===== config.mk =====
export PLATFORM = sky130hd
export DESIGN_NAME = dir_coh_ctrl
export DESIGN_NICKNAME = d
export VERILOG_FILES = /design/src/rtl/dir_coh_pkg.sv /design/src/rtl/dir_store.sv /design/src/rtl/dir_owner_enc.sv /design/src/rtl/dir_next.sv /design/src/rtl/dir_coh_ctrl.sv
export SDC_FILE = /design/constraint.sdc
export NUM_CORES = 1
export LEC_CHECK = 0
export BUFFER_PORTS_ARGS = -buffer_cell sky130_fd_sc_hd__buf_4
export CAP_MARGIN = 20
export CORE_AREA = 2 2 80 139
export DETAILED_ROUTE_END_ITERATION = 12
export DIE_AREA = 0 0 82 141
export GPL_TIMING_DRIVEN = 0
export PLACE_DENSITY = 0.72
export SETUP_SLACK_MARGIN = 0.15
export SLEW_MARGIN = 20
export SYNTH_ARGS = -nofsm -noshare
export SYNTH_HDL_FRONTEND = slang
export SYNTH_SLANG_ARGS = --single-unit
export TNS_END_PERCENT = 50

===== constraint.sdc =====
create_clock -name clk_i -period 2.5 [get_ports clk_i]
set_clock_uncertainty 0.05 [all_clocks]
set_input_delay 0.375 -clock clk_i [delete_from_list [all_inputs] [get_ports clk_i]]
set_output_delay 0.375 -clock clk_i [all_outputs]
set_load 0.1 [all_outputs]

===== src/rtl/dir_coh_pkg.sv =====
package dir_coh_pkg;
  typedef enum logic [1:0] {
    ST_UNC = 2'd0,
    ST_SHR = 2'd1,
    ST_EXC = 2'd2
  } dir_state_e;

  typedef enum logic [1:0] {
    OP_RD  = 2'd0,
    OP_WR  = 2'd1,
    OP_WB  = 2'd2,
    OP_BAD = 2'd3
  } dir_op_e;
endpackage


===== src/rtl/dir_store.sv =====
module dir_store
  import dir_coh_pkg::*;
#(
  parameter int NUM_CACHES = 4,
  parameter int NUM_BLOCKS = 16,
  localparam int BW = $clog2(NUM_BLOCKS)
) (
  input  logic                  clk_i,
  input  logic                  rst_ni,
  input  logic [BW-1:0]         rd_idx_i,
  output dir_state_e            rd_state_o,
  output logic [NUM_CACHES-1:0] rd_share_o,
  input  logic                  wr_en_i,
  input  logic [BW-1:0]         wr_idx_i,
  input  dir_state_e            wr_state_i,
  input  logic [NUM_CACHES-1:0] wr_share_i
);
  dir_state_e            state_q [NUM_BLOCKS];
  logic [NUM_CACHES-1:0] share_q [NUM_BLOCKS];

  for (genvar b = 0; b < NUM_BLOCKS; b++) begin : g_entry
    always_ff @(posedge clk_i or negedge rst_ni) begin
      if (!rst_ni) begin
        state_q[b] <= ST_UNC;
        share_q[b] <= '0;
      end else if (wr_en_i && (wr_idx_i == BW'(b))) begin
        state_q[b] <= wr_state_i;
        share_q[b] <= wr_share_i;
      end
    end
  end

  assign rd_state_o = state_q[rd_idx_i];
  assign rd_share_o = share_q[rd_idx_i];
endmodule


===== src/rtl/dir_owner_enc.sv =====
module dir_owner_enc #(
  parameter int NUM_CACHES = 4,
  localparam int CW = $clog2(NUM_CACHES)
) (
  input  logic [NUM_CACHES-1:0] vec_i,
  output logic [CW-1:0]         idx_o
);
  // vector is one-hot in exclusive state; OR of set indices
  always_comb begin
    idx_o = '0;
    for (int i = 0; i < NUM_CACHES; i++) begin
      if (vec_i[i]) idx_o = idx_o | CW'(i);
    end
  end
endmodule


===== src/rtl/dir_next.sv =====
module dir_next
  import dir_coh_pkg::*;
#(
  parameter int NUM_CACHES = 4,
  localparam int CW = $clog2(NUM_CACHES)
) (
  input  dir_op_e               op_i,
  input  logic [CW-1:0]         cache_i,
  input  dir_state_e            state_i,
  input  logic [NUM_CACHES-1:0] share_i,
  output logic                  upd_o,
  output dir_state_e            nxt_state_o,
  output logic [NUM_CACHES-1:0] nxt_share_o,
  output logic                  ret_o,
  output logic                  fetch_o,
  output logic [NUM_CACHES-1:0] inval_o,
  output logic                  oinv_o,
  output logic                  err_o
);
  logic [NUM_CACHES-1:0] c_mask;
  logic                  is_owner;

  assign c_mask   = {{(NUM_CACHES-1){1'b0}}, 1'b1} << cache_i;
  assign is_owner = share_i[cache_i];

  always_comb begin
    upd_o       = 1'b0;
    nxt_state_o = state_i;
    nxt_share_o = share_i;
    ret_o       = 1'b0;
    fetch_o     = 1'b0;
    inval_o     = '0;
    oinv_o      = 1'b0;
    err_o       = 1'b0;
    unique case (op_i)
      OP_RD: begin
        upd_o       = 1'b1;
        ret_o       = 1'b1;
        nxt_state_o = ST_SHR;
        if (state_i == ST_UNC) begin
          nxt_share_o = c_mask;
        end else begin
          nxt_share_o = share_i | c_mask;
          fetch_o     = (state_i == ST_EXC) && !is_owner;
        end
      end
      OP_WR: begin
        upd_o       = 1'b1;
        ret_o       = 1'b1;
        nxt_state_o = ST_EXC;
        nxt_share_o = c_mask;
        if (state_i == ST_SHR) inval_o = share_i & ~c_mask;
        if (state_i == ST_EXC) begin
          fetch_o = !is_owner;
          oinv_o  = !is_owner;
        end
      end
      OP_WB: begin
        if (state_i == ST_EXC && is_owner) begin
          upd_o       = 1'b1;
          nxt_state_o = ST_UNC;
          nxt_share_o = '0;
        end else begin
          err_o = 1'b1;
        end
      end
      default: err_o = 1'b1;
    endcase
  end
endmodule


===== src/rtl/dir_coh_ctrl.sv =====
module dir_coh_ctrl
  import dir_coh_pkg::*;
#(
  parameter int NUM_CACHES = 4,
  parameter int NUM_BLOCKS = 16,
  localparam int CW = $clog2(NUM_CACHES),
  localparam int BW = $clog2(NUM_BLOCKS)
) (
  input  logic                  clk_i,
  input  logic                  rst_ni,
  input  logic                  req_valid_i,
  output logic                  req_ready_o,
  input  logic [1:0]            req_op_i,
  input  logic [CW-1:0]         req_cache_i,
  input  logic [BW-1:0]         req_block_i,
  output logic                  rsp_valid_o,
  output logic                  rsp_return_o,
  output logic                  rsp_fetch_o,
  output logic [CW-1:0]         rsp_owner_o,
  output logic [NUM_CACHES-1:0] rsp_inval_o,
  output logic                  rsp_owner_inval_o,
  output logic                  rsp_error_o
);
  dir_state_e            cur_state, nxt_state;
  logic [NUM_CACHES-1:0] cur_share, nxt_share, inval;
  logic [CW-1:0]         owner;
  logic                  upd, ret, fetch, oinv, err, accept, ready_q;

  assign req_ready_o = ready_q;
  assign accept      = req_valid_i && ready_q;

  always_ff @(posedge clk_i or negedge rst_ni) begin
    if (!rst_ni) ready_q <= 1'b0;
    else         ready_q <= 1'b1;
  end

  dir_store #(.NUM_CACHES(NUM_CACHES), .NUM_BLOCKS(NUM_BLOCKS)) u_store (
    .clk_i      (clk_i),
    .rst_ni     (rst_ni),
    .rd_idx_i   (req_block_i),
    .rd_state_o (cur_state),
    .rd_share_o (cur_share),
    .wr_en_i    (accept && upd),
    .wr_idx_i   (req_block_i),
    .wr_state_i (nxt_state),
    .wr_share_i (nxt_share)
  );

  dir_next #(.NUM_CACHES(NUM_CACHES)) u_next (
    .op_i        (dir_op_e'(req_op_i)),
    .cache_i     (req_cache_i),
    .state_i     (cur_state),
    .share_i     (cur_share),
    .upd_o       (upd),
    .nxt_state_o (nxt_state),
    .nxt_share_o (nxt_share),
    .ret_o       (ret),
    .fetch_o     (fetch),
    .inval_o     (inval),
    .oinv_o      (oinv),
    .err_o       (err)
  );

  dir_owner_enc #(.NUM_CACHES(NUM_CACHES)) u_enc (
    .vec_i (cur_share),
    .idx_o (owner)
  );

  always_ff @(posedge clk_i or negedge rst_ni) begin
    if (!rst_ni) begin
      rsp_valid_o       <= 1'b0;
      rsp_return_o      <= 1'b0;
      rsp_fetch_o       <= 1'b0;
      rsp_owner_o       <= '0;
      rsp_inval_o       <= '0;
      rsp_owner_inval_o <= 1'b0;
      rsp_error_o       <= 1'b0;
    end else begin
      rsp_valid_o       <= accept;
      rsp_return_o      <= accept && ret;
      rsp_fetch_o       <= accept && fetch;
      rsp_owner_o       <= (accept && fetch) ? owner : '0;
      rsp_inval_o       <= accept ? inval : '0;
      rsp_owner_inval_o <= accept && oinv;
      rsp_error_o       <= accept && err;
    end
  end
endmodule


# --- Word level (Yosys, flattened, before mapping) ---
# Index checks and enable logic that the tools add are counted.
word_totals:
  register_bits: 108
  word_cells: 124
  output_inout_bits: 12
classes:
  bitwise_logic: 4
  eq_ne: 19
  magnitude_cmp: 2
  shifts: 1
  reduce_logical: 29
  n_mux: 29
ops:
  columns: ["operator", "n"]
  rows:
  - ["4-bit equality test, second input constant", 8]
  - ["4-bit 2-to-1 mux", 7]
  - ["1-bit logical AND", 24]
  - ["4-bit binary-select mux with 4-bit select", 1]
  - ["4-bit by 3-bit equality test with 1-bit output, second input constant", 4]
  - ["2-bit 2-to-1 mux", 6]
  - ["4-bit one-hot mux with 3 select lines", 1]
  - ["2-bit binary-select mux with 4-bit select", 1]
  - ["4-bit by 2-bit equality test with 1-bit output, second input constant", 2]
  - ["1-bit 2-to-1 mux", 8]
  - ["1-bit one-hot mux with 2 select lines", 3]
  - ["2-bit one-hot mux with 3 select lines", 1]
  - ["5-bit greater-or-equal comparator, second input constant", 1]
  - ["4-bit inverter with 5-bit output", 1]
  - ["4-bit bitwise AND", 1]
  - ["2-bit by 1-bit equality test with 1-bit output, second input constant", 2]
  - ["2-bit equality test, second input constant", 2]
  - ["4-bit by 1-bit equality test with 1-bit output, second input constant", 1]
  - ["2-bit logical NOT", 2]
  - ["4-bit logical NOT", 1]
  - ["4-bit inverter", 1]
  - ["4-bit bitwise OR", 1]
  - ["1-bit by 2-bit << shifter with 4-bit output, first input constant", 1]
  - ["2-bit by 3-bit < comparator with 1-bit output, second input constant", 1]
  - ["other kinds (3)", 3]

# --- Longest topological paths before layout ---
# Gate-level depths: netlist of the first run.
logic_depth:
  ltp_word: 12
  depth_mapped: 11

# --- Modules after synthesis ---
# Synthesis of the first run repeated with hierarchy kept, for this count alone.
hier_totals:
  hier_cells: 346
  area_unflattened_um2: 5046.1
by_module_without_submodules:
  columns: ["module", "area_each_um2", "cells_per_inst", "instances"]
  rows:
  - ["dir_store", 4370.4, 281, 1]
  - ["dir_coh_ctrl", 406.6, 27, 1]
  - ["dir_next", 256.5, 36, 1]
  - ["dir_owner_enc", 12.5, 2, 1]

# --- Worst setup path before layout of the first run ---
# No wires, ideal clock.
synth_timing:
  path_type: "reg2reg"
  start: "register ready_q, in the netlist req_ready_o"
  end: "register rsp_owner_o[0]"
  t_arrival_ns: 2.780
  slack_ns: -0.408
  path_stages_with_launch: 8
  required_ns: 2.372
  path_buffers: 3
  setup_time_ns: 0.078
  cell_sequence: "dfrtp_1 -> and2_1 -> clkbuf_1 -> nand2b_1 -> buf_2 -> buf_1 -> or4_1 -> a21oi_1"
synth_via:
  elab_chain_cells: 3
synth_rtl:
  columns: ["element", "line_no", "source"]
  rows:
  - ["start: declaration", "dir_coh_ctrl.sv:27", "logic upd, ret, fetch, oinv, err, accept, ready_q;"]
  - ["start signal: assignment", "dir_coh_ctrl.sv:33", "if (!rst_ni) ready_q <= 1'b0;"]
  - ["start signal: assignment", "dir_coh_ctrl.sv:34", "else ready_q <= 1'b1;"]
  - ["1-bit logical AND", "dir_coh_ctrl.sv:30", "assign accept = req_valid_i && ready_q;"]
  - ["named net accept", "dir_coh_ctrl.sv:27", null]
  - ["1-bit logical AND", "dir_coh_ctrl.sv:82", "rsp_owner_o <= (accept && fetch) ? owner : '0;"]
  - ["2-bit 2-to-1 mux", "dir_coh_ctrl.sv:82", null]
  - ["end signal: assignment", "dir_coh_ctrl.sv:82", null]
  - ["end: declaration", "dir_coh_ctrl.sv:19", "output logic [CW-1:0] rsp_owner_o,"]
# The timed path passes the listed nets, and every way through them passes these cells.
# A chain may end at the register's enable or synchronous reset.

# --- Final worst setup path of the first run ---
layout_timing:
  start: "register u_store.state_q[2] in the netlist's numbering"
  end: "register u_store.share_q[59] in the netlist's numbering"
layout_via:
  elab_chain_cells: 9
  word_cells_on_any_way: 13
  cone_classes: "eq/ne (1); mux (8); reduce/logical (4)"
layout_rtl:
  columns: ["element", "line_no", "source"]
  rows:
  - ["start: declaration", "dir_store.sv:18", "dir_state_e state_q [NUM_BLOCKS];"]
  - ["start signal: indexed assignment", "dir_store.sv:27", "state_q[b] <= wr_state_i;"]
  - ["2-bit binary-select mux with 4-bit select (*)", "dir_store.sv:33", "assign rd_state_o = state_q[rd_idx_i];"]
  - ["2-bit 2-to-1 mux (not written as such) (*) (2 in series)", "dir_store.sv:33", null]
  - ["2-bit equality test", "dir_next.sv:59", "if (state_i == ST_EXC && is_owner) begin"]
  - ["1-bit logical AND", "dir_next.sv:59", null]
  - ["1-bit 2-to-1 mux", "dir_next.sv:59", null]
  - ["1-bit one-hot mux with 2 select lines", "dir_next.sv:35", "unique case (op_i)"]
  - ["1-bit logical AND", "dir_coh_ctrl.sv:43", ".wr_en_i (accept && upd),"]
  - ["1-bit logical AND", "dir_store.sv:26", "end else if (wr_en_i && (wr_idx_i == BW'(b))) begin"]
  - ["end signal: indexed assignment", "dir_store.sv:28", "share_q[b] <= wr_share_i;"]
  - ["end: declaration", "dir_store.sv:19", "logic [NUM_CACHES-1:0] share_q [NUM_BLOCKS];"]
# Every way passes the cells marked *; elsewhere a longest branch is shown, timed or not. The select of a mux whose other input is x is not followed.

==> results.yml, run 1 <==
cells_and_area:
  final-seq-area_um2: 2710
  multiInputGateArea_um2: 3120
  syn2layout_area_growth_pct: 30.0
  final_util_pct: 71.1
  diodes: 0
  finish.net_count: 571
  final.fill_count: 706
  layout-drive-gt1-share_pct: 40.7
yosys:
  synth-adder-area-share_pct: 0
  synth-simple-area-share_pct: 10.3
  synth.area.mux_share_pct: 16.2
  synth_fp_nets: 474
  synth.largest_area_cell: "sky130_fd_sc_hd__dfrtp_1"
  synth_seq_cells: 108
  netlist_area_before_placement_um2: 5740
  synth_compound_gate_area_share_pct: 22.3
  postSynthCellCount: 463
  synth_top_flop_cell: "sky130_fd_sc_hd__dfrtp_1"
  main_combinational_cell_family_by_area_after_synthesis: "compound AO/OA/AOI/OAI gates"
  edff_count_synth: 0
  synth_xor_area_share_pct: 0
  synth_top_area_share_pct: 47.0
  number_of_warnings_reported_in_the_yosys_synthesis_log: 0
  part_of_the_yosys_area_used_for_sequential_elements_pct: 47.0
  synth.area.top_cells: "sky130_fd_sc_hd__dfrtp_1 47%, sky130_fd_sc_hd__o32a_1 9.4%, sky130_fd_sc_hd__mux2i_1 4.4%, sky130_fd_sc_hd__mux4_2 4.3%, sky130_fd_sc_hd__nand2_1 3.2%"
  synth_async_sr_flop_share_pct: 100
  ys_types: 55
  post_synth.cell_area_avg_um2: 12.4
floorplan:
  initial_core_util_pct: 54.7
  floorplan.die.height_um: 141
  fp.dieArea_um2: 11600
  die_width_um: 82
  core_um2: 10500
  fp-row-count: 50
  boundaryPins: 23
timing:
  setup_viol_count_final: 100
  rsz0062_at_grt: "yes"
  max_clock_freq_mhz: 350
  final.setup.worst_slack_ns: -0.355
  relSlewSlack_pct: 29.3
  tightestPinTransition_ns: 1.06
  timing_hold_violations_final: 0
  timing.final.crit_share_pct: 114
  tns_ns: -23.67
  slew_violations: 0
  timing.final.crit_period_ns: 2.85
setup_path:
  criticalPathCategory: "flip-flop to flip-flop"
  critical_path_required_ns: 2.65
  cpMaxStageDelayCell: "sky130_fd_sc_hd__mux4_2"
  critical_path_peak_fanout: 10
  critical_path.max_stage_delay_ns: 0.49
  critical_path_end_type: "flip-flop"
  arrival_ns: 3.01
  cp-start-kind: "flip-flop"
  crit_path_cell_trace: "mux4_2, nand3_2, nand4_1, nor2_4, o2111ai_4, buf_6, buf_12, buf_4, a211oi_1, a2bb2oi_1"
  critPathTopFamily: "compound AO/OA/AOI/OAI gates"
  critPathBufInv: 3
drt:
  drtPass1Iterations: 7
  final_antenna_net_count: 0
  via_count: 4792
  highest-signal-layer: "met4"
  met3_length_um: 1270
  met1_length_um: 6900
  detail_route.vias_per_cell: 6.89
  detailedRoute.firstIterationViolations: 514
  met2RoutedLength_um: 9620
  route.detailed.drc: 0
  drt_wl_total_um: 19300
  avgRoutedWirePerCell_um: 27.7
global_routing:
  antenna_found_initial: 0
  grt_max_degree: 109
  grt_pass1_vias: 4974
  wire_length_of_the_first_global_routing_pass_um: 28400
  global_route.overflow_total: 0
  gr-usage-all-layers_pct: 33.9
place:
  post-dp-hpwl_um: 12200
  port_buffers: 20
  routabilityCongestion: 0.984
power_and_ir_drop:
  p_sw_share_pct: 30.3
  power.switching_uw: 1420
  power.sequential.fraction_pct: 46.4
  power.density_nw_per_um2: 627
  leakage_uw: 0.00313
  ir_worst_vdd_mv: 0.500
  clkPwrFrac_pct: 29.2
  share_comb_of_total_power_pct: 24.4
  internal_power_uw: 3270
clock_network:
  clock_tree.buffer_depth: 2
  cts-root-buf: "sky130_fd_sc_hd__clkbuf_16"
  numClockSinks: 108
  number_of_h_tree_levels: 3
  clk_latency_ns: 0.35
  cts_hold_buf: 0
  worst_setup_hold_path_clk_slew_ns: 0.07
  numCtsBuffers: 9
  cts_tree: "built"
run_status:
  result_of_the_run: "finished with violations"
  failing_checks: "negative setup slack"
flow_run:
  max_cap_viols: 0
worst_hold_path:
  worst_hold_path_type: "input pin to asynchronous set/reset pin"
## power by group through the flow
stage          Clock (uW)  Sequential, uW  Combinational (uW)
2_1_floorplan           0            2170                 642
3_3_place_gp            0            2170                 877
3_5_place_dp            0            2190                 904
4_1_cts              1370            2160                1060
5_1_grt              1460            2200                1210
6_report             1370            2170                1140
## placed cells by master, fill, tap and decap left out, types with 4 or more instances in the layout
master,netlist,routed
sky130_fd_sc_hd__a211o_1,4,4
sky130_fd_sc_hd__a211oi_1,10,8
sky130_fd_sc_hd__a211oi_4,9,20
sky130_fd_sc_hd__a22oi_1,8,4
sky130_fd_sc_hd__a22oi_2,0,4
sky130_fd_sc_hd__a2bb2oi_1,10,4
sky130_fd_sc_hd__a2bb2oi_2,0,6
sky130_fd_sc_hd__and2_1,6,6
sky130_fd_sc_hd__buf_1,7,7
sky130_fd_sc_hd__buf_12,0,8
sky130_fd_sc_hd__buf_4,2,55
sky130_fd_sc_hd__buf_6,4,35
sky130_fd_sc_hd__buf_8,1,4
sky130_fd_sc_hd__clkbuf_1,13,10
sky130_fd_sc_hd__clkbuf_16,0,10
sky130_fd_sc_hd__dfrtp_1,108,107
sky130_fd_sc_hd__mux2_2,14,5
sky130_fd_sc_hd__mux2_4,12,27
sky130_fd_sc_hd__mux2i_1,25,22
sky130_fd_sc_hd__mux4_2,11,12
sky130_fd_sc_hd__nand2_1,49,47
sky130_fd_sc_hd__nand2b_1,4,4
sky130_fd_sc_hd__nand3_1,5,4
sky130_fd_sc_hd__nand4_1,6,6
sky130_fd_sc_hd__nor2_1,11,10
sky130_fd_sc_hd__nor2b_1,5,4
sky130_fd_sc_hd__nor3_1,5,5
sky130_fd_sc_hd__o32a_1,54,54
## Yosys cell counts (3+ instances only)
library cell                count
sky130_fd_sc_hd__and3_1         3
sky130_fd_sc_hd__nand3_1        5
sky130_fd_sc_hd__mux2_1         6
sky130_fd_sc_hd__a211oi_4       9
sky130_fd_sc_hd__buf_6          4
sky130_fd_sc_hd__buf_2         13
sky130_fd_sc_hd__nor3b_1        3
sky130_fd_sc_hd__mux2i_1       25
sky130_fd_sc_hd__dfrtp_1      108
sky130_fd_sc_hd__clkbuf_1      13
sky130_fd_sc_hd__mux4_2        11
sky130_fd_sc_hd__mux2_4        12
sky130_fd_sc_hd__or3_1          4
sky130_fd_sc_hd__a31oi_1        3
sky130_fd_sc_hd__nor2b_1        5
sky130_fd_sc_hd__buf_1          7
sky130_fd_sc_hd__nand2_1       49
sky130_fd_sc_hd__nand2b_1       4
sky130_fd_sc_hd__a211oi_2      11
sky130_fd_sc_hd__nor2_1        11
sky130_fd_sc_hd__nand4_1        6
sky130_fd_sc_hd__inv_1          3
sky130_fd_sc_hd__nor3_1         5
sky130_fd_sc_hd__mux2_2        14
sky130_fd_sc_hd__a22oi_1        8
sky130_fd_sc_hd__a211oi_1      10
sky130_fd_sc_hd__a21oi_1        4
sky130_fd_sc_hd__and2_1         6
sky130_fd_sc_hd__a22o_1         3
sky130_fd_sc_hd__a211o_1        4
sky130_fd_sc_hd__o32a_1        54
sky130_fd_sc_hd__a2bb2oi_1     10
## per-layer routing
layer	global-route usage [%]	vias to the layer above
met5	0	-
met4	22.0	0
met3	6.21	89
met2	55.0	269
met1	40.3	2441
li1	-	1993
## cell type report
class                           count  share of cell area [%]
Multi-Input combinational cell    311                    41.8
Clock inverter                      4                   0.436
Timing Repair Buffer               86                    11.4
Tap cell                          130                    2.18
Inverter                            4                   0.201
Clock buffer                       12                    3.30
Buffer                             40                    4.47
Sequential cell                   108                    36.2
## sequential cells by signal, indices dropped and copies added, names as in the netlist
register and cells:
rsp_error_o 1, rsp_valid_o 1, rsp_inval_o 4, rsp_return_o 1, req_ready_o 1, rsp_owner_o 2
rsp_owner_inval_o 1, rsp_fetch_o 1, u_store.share_q 64, u_store.state_q 32
## through the flow
stage	power (uW)	cells	hold slack (ns)	area (um2)	worst slack (ns)
2_1_floorplan	2810	463	0.0294	5810	-0.223
3_3_place_gp	3050	613	0.411	6130	-1.11
3_5_place_dp	3090	613	0.422	6130	-1.29
4_1_cts	4580	680	0.156	7190	-0.225
5_1_grt	4870	695	0.187	7470	-0.426
6_report	4680	695	0.0949	7470	-0.355
## what timing repair did
action                     in CTS  in global routing
setup endpoints to repair     101                100
setup buffers                  44                 15
pin swaps                      35                 22
gates resized for setup        78                 42
gates cloned                    7                  0
hold endpoints to repair        0                  0
## logic make-up after synthesis
family                 Yosys count
AO/OA/AOI/OAI                  125
other                            1
buffers and inverters           44
flip-flops                     108
AND/OR/NAND/NOR                116
multiplexers                    69
## path summary, 6_finish.rpt
kind / from / to / slack, ns / depth (start not counted)
setup / recovery: u_store.state_q[2] / u_store.share_q[59] / -0.35 / 10
hold / removal: rst_ni / u_store.state_q[30] / 0.09 / 1
setup reg to reg: u_store.state_q[2] / u_store.share_q[59] / -0.35 / 10
hold reg to reg: u_store.share_q[62] / u_store.share_q[62] / 0.45 / 1
max in group asynchronous: rst_ni / req_ready_o / 1.58 / 1
min in group clk_i: req_cache_i[1] / rsp_inval_o[0] / 0.35 / 3
Power figures use the tool's default switching activity.
==> inputs of run 2 (changes only) <==
CORE_AREA = 2 2 77 135   (was 2 2 80 139)
DIE_AREA = 0 0 79 137   (was 0 0 82 141)
PLACE_DENSITY = 0.74   (was 0.72)
clock period = 3.1 ns   (was 2.5 ns; I/O delays follow)
==> run 2 against run 1 <==
  * The flow now finishes without violations
  * Non-clock buffer count shrank 33
  * Die area fell by 6.4%
  * Clock power shrank 13%
  * Core utilization shrank 1.0 points
  * Count of clock-buffer cells in the layout down 3
  * Via count fell by 5.5%
  * Worst hold slack improved by 0.078 ns
  * Total power down 20%
==> results.yml, run 2 (synthesis gave the netlist of run 1 again) <==
drt:
  drtPass1Iterations: 5
  met1_length_um: 6420
  met3_length_um: 938
  highest-signal-layer: "met4"
  avgRoutedWirePerCell_um: 25.6
  drt_wl_total_um: 16800
  via_count: 4530
  final_antenna_net_count: 0
  detail_route.vias_per_cell: 6.89
  met2RoutedLength_um: 8430
  detailedRoute.firstIterationViolations: 421
  route.detailed.drc: 0
clock_network:
  cts-root-buf: "sky130_fd_sc_hd__clkbuf_16"
  clock_tree.buffer_depth: 2
  number_of_h_tree_levels: 3
  clk_latency_ns: 0.36
  cts_hold_buf: 0
  cts_tree: "built"
  numClockSinks: 108
  worst_setup_hold_path_clk_slew_ns: 0.08
  numCtsBuffers: 9
floorplan:
  fp.dieArea_um2: 10800
  initial_core_util_pct: 59.0
  floorplan.die.height_um: 137
  fp-row-count: 48
  die_width_um: 79
  core_um2: 9730
  boundaryPins: 23
setup_path:
  cp-start-kind: "input pin"
  criticalPathCategory: "input pin to flip-flop"
  critical_path_peak_fanout: 10
  arrival_ns: 3.11
  crit_path_cell_trace: "buf_4, buf_8, mux4_2, nand2_1, nand4_1, nor2_4, o2111ai_4, buf_12, a211oi_4, mux2_2"
  critical_path_end_type: "flip-flop"
  critical_path_required_ns: 3.30
  critical_path.max_stage_delay_ns: 0.54
  cpMaxStageDelayCell: "sky130_fd_sc_hd__mux4_2"
global_routing:
  global_route.overflow_total: 0
  gr-usage-all-layers_pct: 32.6
  antenna_found_initial: 0
  wire_length_of_the_first_global_routing_pass_um: 26100
  grt_max_degree: 109
  grt_pass1_vias: 4630
timing:
  max_clock_freq_mhz: 344
  timing.final.crit_period_ns: 2.91
  whs_ns: 0.173
  setup_viol_count_final: 0
  slew_violations: 0
  relSlewSlack_pct: 25.7
  rsz0062_at_grt: "no"
  timing_hold_violations_final: 0
  timing.final.crit_share_pct: 93.7
  tightestPinTransition_ns: 1.12
worst_hold_path:
  worst_hold_path_type: "input pin to asynchronous set/reset pin"
cells_and_area:
  biggestRegsByFlops: "u_store.share_q: 64 flops, u_store.state_q: 32 flops, rsp_inval_o: 4 flops"
  finish.net_count: 538
  final-seq-area_um2: 2700
  syn2layout_area_growth_pct: 18.6
  most_common_library_cell_in_the_layout_ignoring_fill_and_taps: "sky130_fd_sc_hd__dfrtp_1"
  diodes: 0
  layout-drive-gt1-share_pct: 31.6
  layout.cells.most_common_list: "108 x sky130_fd_sc_hd__dfrtp_1, 54 x sky130_fd_sc_hd__o32a_1, 53 x sky130_fd_sc_hd__buf_4"
  largest_reg_flops: 64
  multiInputGateArea_um2: 2960
  finalInstanceArea_um2: 6820
  number_of_cells_in_the_finished_layout_apart_from_fillers: 657
  final.fill_count: 719
  regMostFlops: "u_store.share_q"
power_and_ir_drop:
  power.density_nw_per_um2: 548
  share_comb_of_total_power_pct: 21.3
  clkPwrFrac_pct: 31.9
  p_sw_share_pct: 30.1
  internal_power_uw: 2610
  power.switching_uw: 1120
  leakage_uw: 0.00286
  power.sequential.fraction_pct: 46.8
  ir_worst_vdd_mv: 0.329
place:
  placedInstanceArea_um2: 6050
  dp.cells: 608
  post-dp-hpwl_um: 11600
  routabilityCongestion: 0.988
  port_buffers: 20
flow_run:
  max_cap_viols: 0
run_status:
  result_of_the_run: "complete, no violations"
## run 2: cell types whose count changed in the layout (fill, tap and decap cells not counted), sizes merged
cell | before | now
buf | 113 | 78
clkinv | 0 | 3
bufinv | 0 | 1
clkbuf | 25 | 24
clkinvlp | 2 | 1
## run 2: stage by stage
stage	total power (uW)	util (%)	worst slack [ns]	setup TNS, ns
6_report	3730	70.0	0.195	0
5_1_grt	3870	70.0	0.142	0
4_1_cts	3660	66.8	0.0212	0
3_5_place_dp	2470	62.2	-0.862	-49.38
3_3_place_gp	2440	62.2	-0.923	-54.47
2_1_floorplan	2250	-	0.187	0
## run 2: cell type report
class | count | area share, %
multi-input cells | 311 | 43.4
flip-flops and latches | 108 | 39.7
repair buffers | 53 | 6.22
plain buffers | 40 | 3.78
clock buffers | 9 | 3.30
well taps | 125 | 2.29
clock inverters | 7 | 1.08
inverters | 4 | 0.220
## run 2: final timing paths
| kind | start | endpoint | slack [ns] | cells past startpoint |
|---|---|---|---|---|
| hold / removal | rst_ni | u_store.state_q[26] | 0.17 | 1 |
| setup / recovery | req_block_i[0] | u_store.state_q[28] | 0.19 | 10 |
| hold reg to reg | u_store.state_q[11] | u_store.state_q[11] | 0.43 | 1 |
| setup reg to reg | u_store.share_q[55] | u_store.share_q[22] | 0.20 | 8 |
| min in group clk_i | req_cache_i[1] | rsp_inval_o[0] | 0.42 | 3 |
| max in group asynchronous | rst_ni | u_store.share_q[61] | 2.16 | 1 |
## run 2: routing by layer
layer / global-route usage (%) / vias up
met5: 0 / -
met4: 21.4 / 0
met3: 5.47 / 75
met2: 53.4 / 217
met1: 39.1 / 2303
li1: - / 1935
## run 2: repair_timing
item / 4_1_cts / 5_1_grt
endpoints found under the setup margin: 98 / 97
pin swaps: 5 / 14
gates cloned: 0 / 1
setup buffers: 9 / 23
gates resized for setup: 14 / 32
## run 2: power by group through the flow
stage	Clock (uW)	Sequential (uW)	Combinational, uW
floorplan	0	1750	505
global placement	0	1750	685
detailed placement	0	1760	709
CTS	1190	1740	732
global route	1250	1770	854
finish	1190	1750	796
## run 2: critical path, delay by kind of cell
| family | cells | cell delay, ns |
|---|---|---|
| compound gates | 2 | 0.68 |
| mux | 2 | 0.94 |
| simple gates | 3 | 0.55 |
| buf+inv | 3 | 0.45 |
==> inputs of run 3 (changes only) <==
MAX_ROUTING_LAYER = met4   (was default)
==> run 3 against run 2 <==
  * Clock power rose by 4%
  * Critical path depth increased by 1
  * Routed wire length up 1.5%
  * Final cell count increased by 0.76%
  * Total power is 1.2% higher
  * Critical path type unchanged
  * Critical endpoint is now u_store.state_q[4]
  * Largest cell class unchanged
==> results.yml, run 3 (synthesis gave the netlist of run 1 again) <==
run_status:
  result_of_the_run: "complete, no violations"
timing:
  timing.final.crit_share_pct: 94.9
  final.setup.worst_slack_ns: 0.157
  setup_viol_count_final: 0
  timing.final.crit_period_ns: 2.94
  max_clock_freq_mhz: 340
  timing_hold_violations_final: 0
  tightestPinTransition_ns: 1.09
  rsz0062_at_grt: "yes"
  relSlewSlack_pct: 27.4
  slew_violations: 0
  whs_ns: 0.137
clock_network:
  numCtsBuffers: 9
  number_of_h_tree_levels: 3
  numClockSinks: 108
  clk_latency_ns: 0.36
  clock_tree.buffer_depth: 2
  cts_hold_buf: 0
  worst_setup_hold_path_clk_slew_ns: 0.07
  cts_tree: "built"
  cts-root-buf: "sky130_fd_sc_hd__clkbuf_16"
floorplan:
  initial_core_util_pct: 59.0
  floorplan.die.height_um: 137
  fp-row-count: 48
  boundaryPins: 23
  core_um2: 9730
  die_width_um: 79
  fp.dieArea_um2: 10800
power_and_ir_drop:
  leakage_uw: 0.00291
  fin_total_pwr_uw: 3780
  power.density_nw_per_um2: 550
  ir_worst_vdd_mv: 0.320
setup_path:
  critPathBufInv: 4
  ff2ff_setup_slack_ns: 0.18
  critical_path_peak_fanout: 10
  rr_endpoint: "u_store.share_q[35]"
  critPathTopFamily: "compound AO/OA/AOI/OAI gates"
  arrival_ns: 3.13
  worstReg2RegStart: "u_store.share_q[31]"
  cp-start-kind: "input pin"
  crit_path_cell_trace: "buf_4, buf_12, and2_1, clkbuf_2, a22o_1, or3_1, nand4_2, o2111ai_4, buf_6, a211oi_4, mux2_2"
  critical_path_required_ns: 3.29
  critical_path.max_stage_delay_ns: 0.46
  cpMaxStageDelayCell: "sky130_fd_sc_hd__a211oi_4"
  critical_path_end_type: "flip-flop"
  reg2reg_depth: 9
  worst-path-stages: 11
  criticalPathCategory: "input pin to flip-flop"
global_routing:
  gr-usage-all-layers_pct: 33.5
  wire_length_of_the_first_global_routing_pass_um: 25900
  global_route.overflow_total: 0
  grt_pass1_vias: 4656
  antenna_found_initial: 0
  grt_max_degree: 109
cells_and_area:
  regMostFlops: "u_store.share_q"
  diodes: 0
  biggestRegsByFlops: "u_store.share_q: 64 flops, u_store.state_q: 32 flops, rsp_inval_o: 4 flops"
  final.fill_count: 691
  layout.cells.most_common_list: "108 x sky130_fd_sc_hd__dfrtp_1, 58 x sky130_fd_sc_hd__buf_4, 54 x sky130_fd_sc_hd__o32a_1"
  finish.net_count: 544
  most_common_library_cell_in_the_layout_ignoring_fill_and_taps: "sky130_fd_sc_hd__dfrtp_1"
  largest_reg_flops: 64
  layout-drive-gt1-share_pct: 32.0
  syn2layout_area_growth_pct: 19.7
place:
  port_buffers: 20
  post-dp-hpwl_um: 11700
  place_worst_setup_slack_ns: -0.872
  routabilityCongestion: 1.01
drt:
  route.detailed.drc: 0
  drt_wl_total_um: 17100
  via_count: 4610
  avgRoutedWirePerCell_um: 25.8
  detailedRoute.firstIterationViolations: 501
  drtPass1Iterations: 5
  final_antenna_net_count: 0
  detail_route.vias_per_cell: 6.96
worst_hold_path:
  worst_hold_path_type: "input pin to asynchronous set/reset pin"
flow_run:
  max_cap_viols: 0
run 3: cell type report:
type                            instances  area [um2]  area share (%)
Buffer                                 40         269            3.91
Clock buffer                           11         243            3.53
Clock inverter                          4        73.8            1.07
Inverter                                4        15.0           0.218
Multi-Input combinational cell        311        2950            42.9
Sequential cell                       108        2700            39.3
Tap cell                              125         156            2.28
Timing Repair Buffer                   59         463            6.73
run 3: worst max-delay path by stage:
stage / startpoint / endpoint / slack [ns]
after floorplan: req_block_i[3] / u_store.state_q[12] / 0.19
final: req_block_i[0] / u_store.state_q[4] / 0.16
after global placement: req_block_i[0] / u_store.share_q[22] / -0.90
after CTS: req_block_i[0] / u_store.state_q[28] / 0.01
after detailed placement: req_block_i[0] / u_store.share_q[31] / -0.87
after global routing: req_block_i[0] / u_store.state_q[22] / 0.07
run 3: repair_timing:
item,CTS,global route
pin swaps,9,15
setup endpoints to repair,99,96
gates resized for setup,17,31
buffers inserted,14,25
run 3: where the power goes:
part	internal (uW)	switching, uW
clock	726	512
combinational	356	436
sequential	1620	125
total	2700	1070
run 3: metal layers:
layer	GRT usage (%)	share of wire, %	wire, um
met3	6.46	6.7	1150
met2	55.6	50	8600
met5	-	0	0
met1	37.8	36	6080
met4	18.6	7.2	1230
run 3: per-stage QoR:
stage / cells / cell area [um2] / utilization, % / setup TNS, ns
finish: 662 / 6870 / 70.7 / 0
global route: 662 / 6870 / 70.7 / 0
CTS: 637 / 6560 / 67.5 / 0
detailed placement: 608 / 6050 / 62.2 / -53.34
global placement: 608 / 6050 / 62.2 / -52.22
floorplan: 463 / 5740 / - / 0
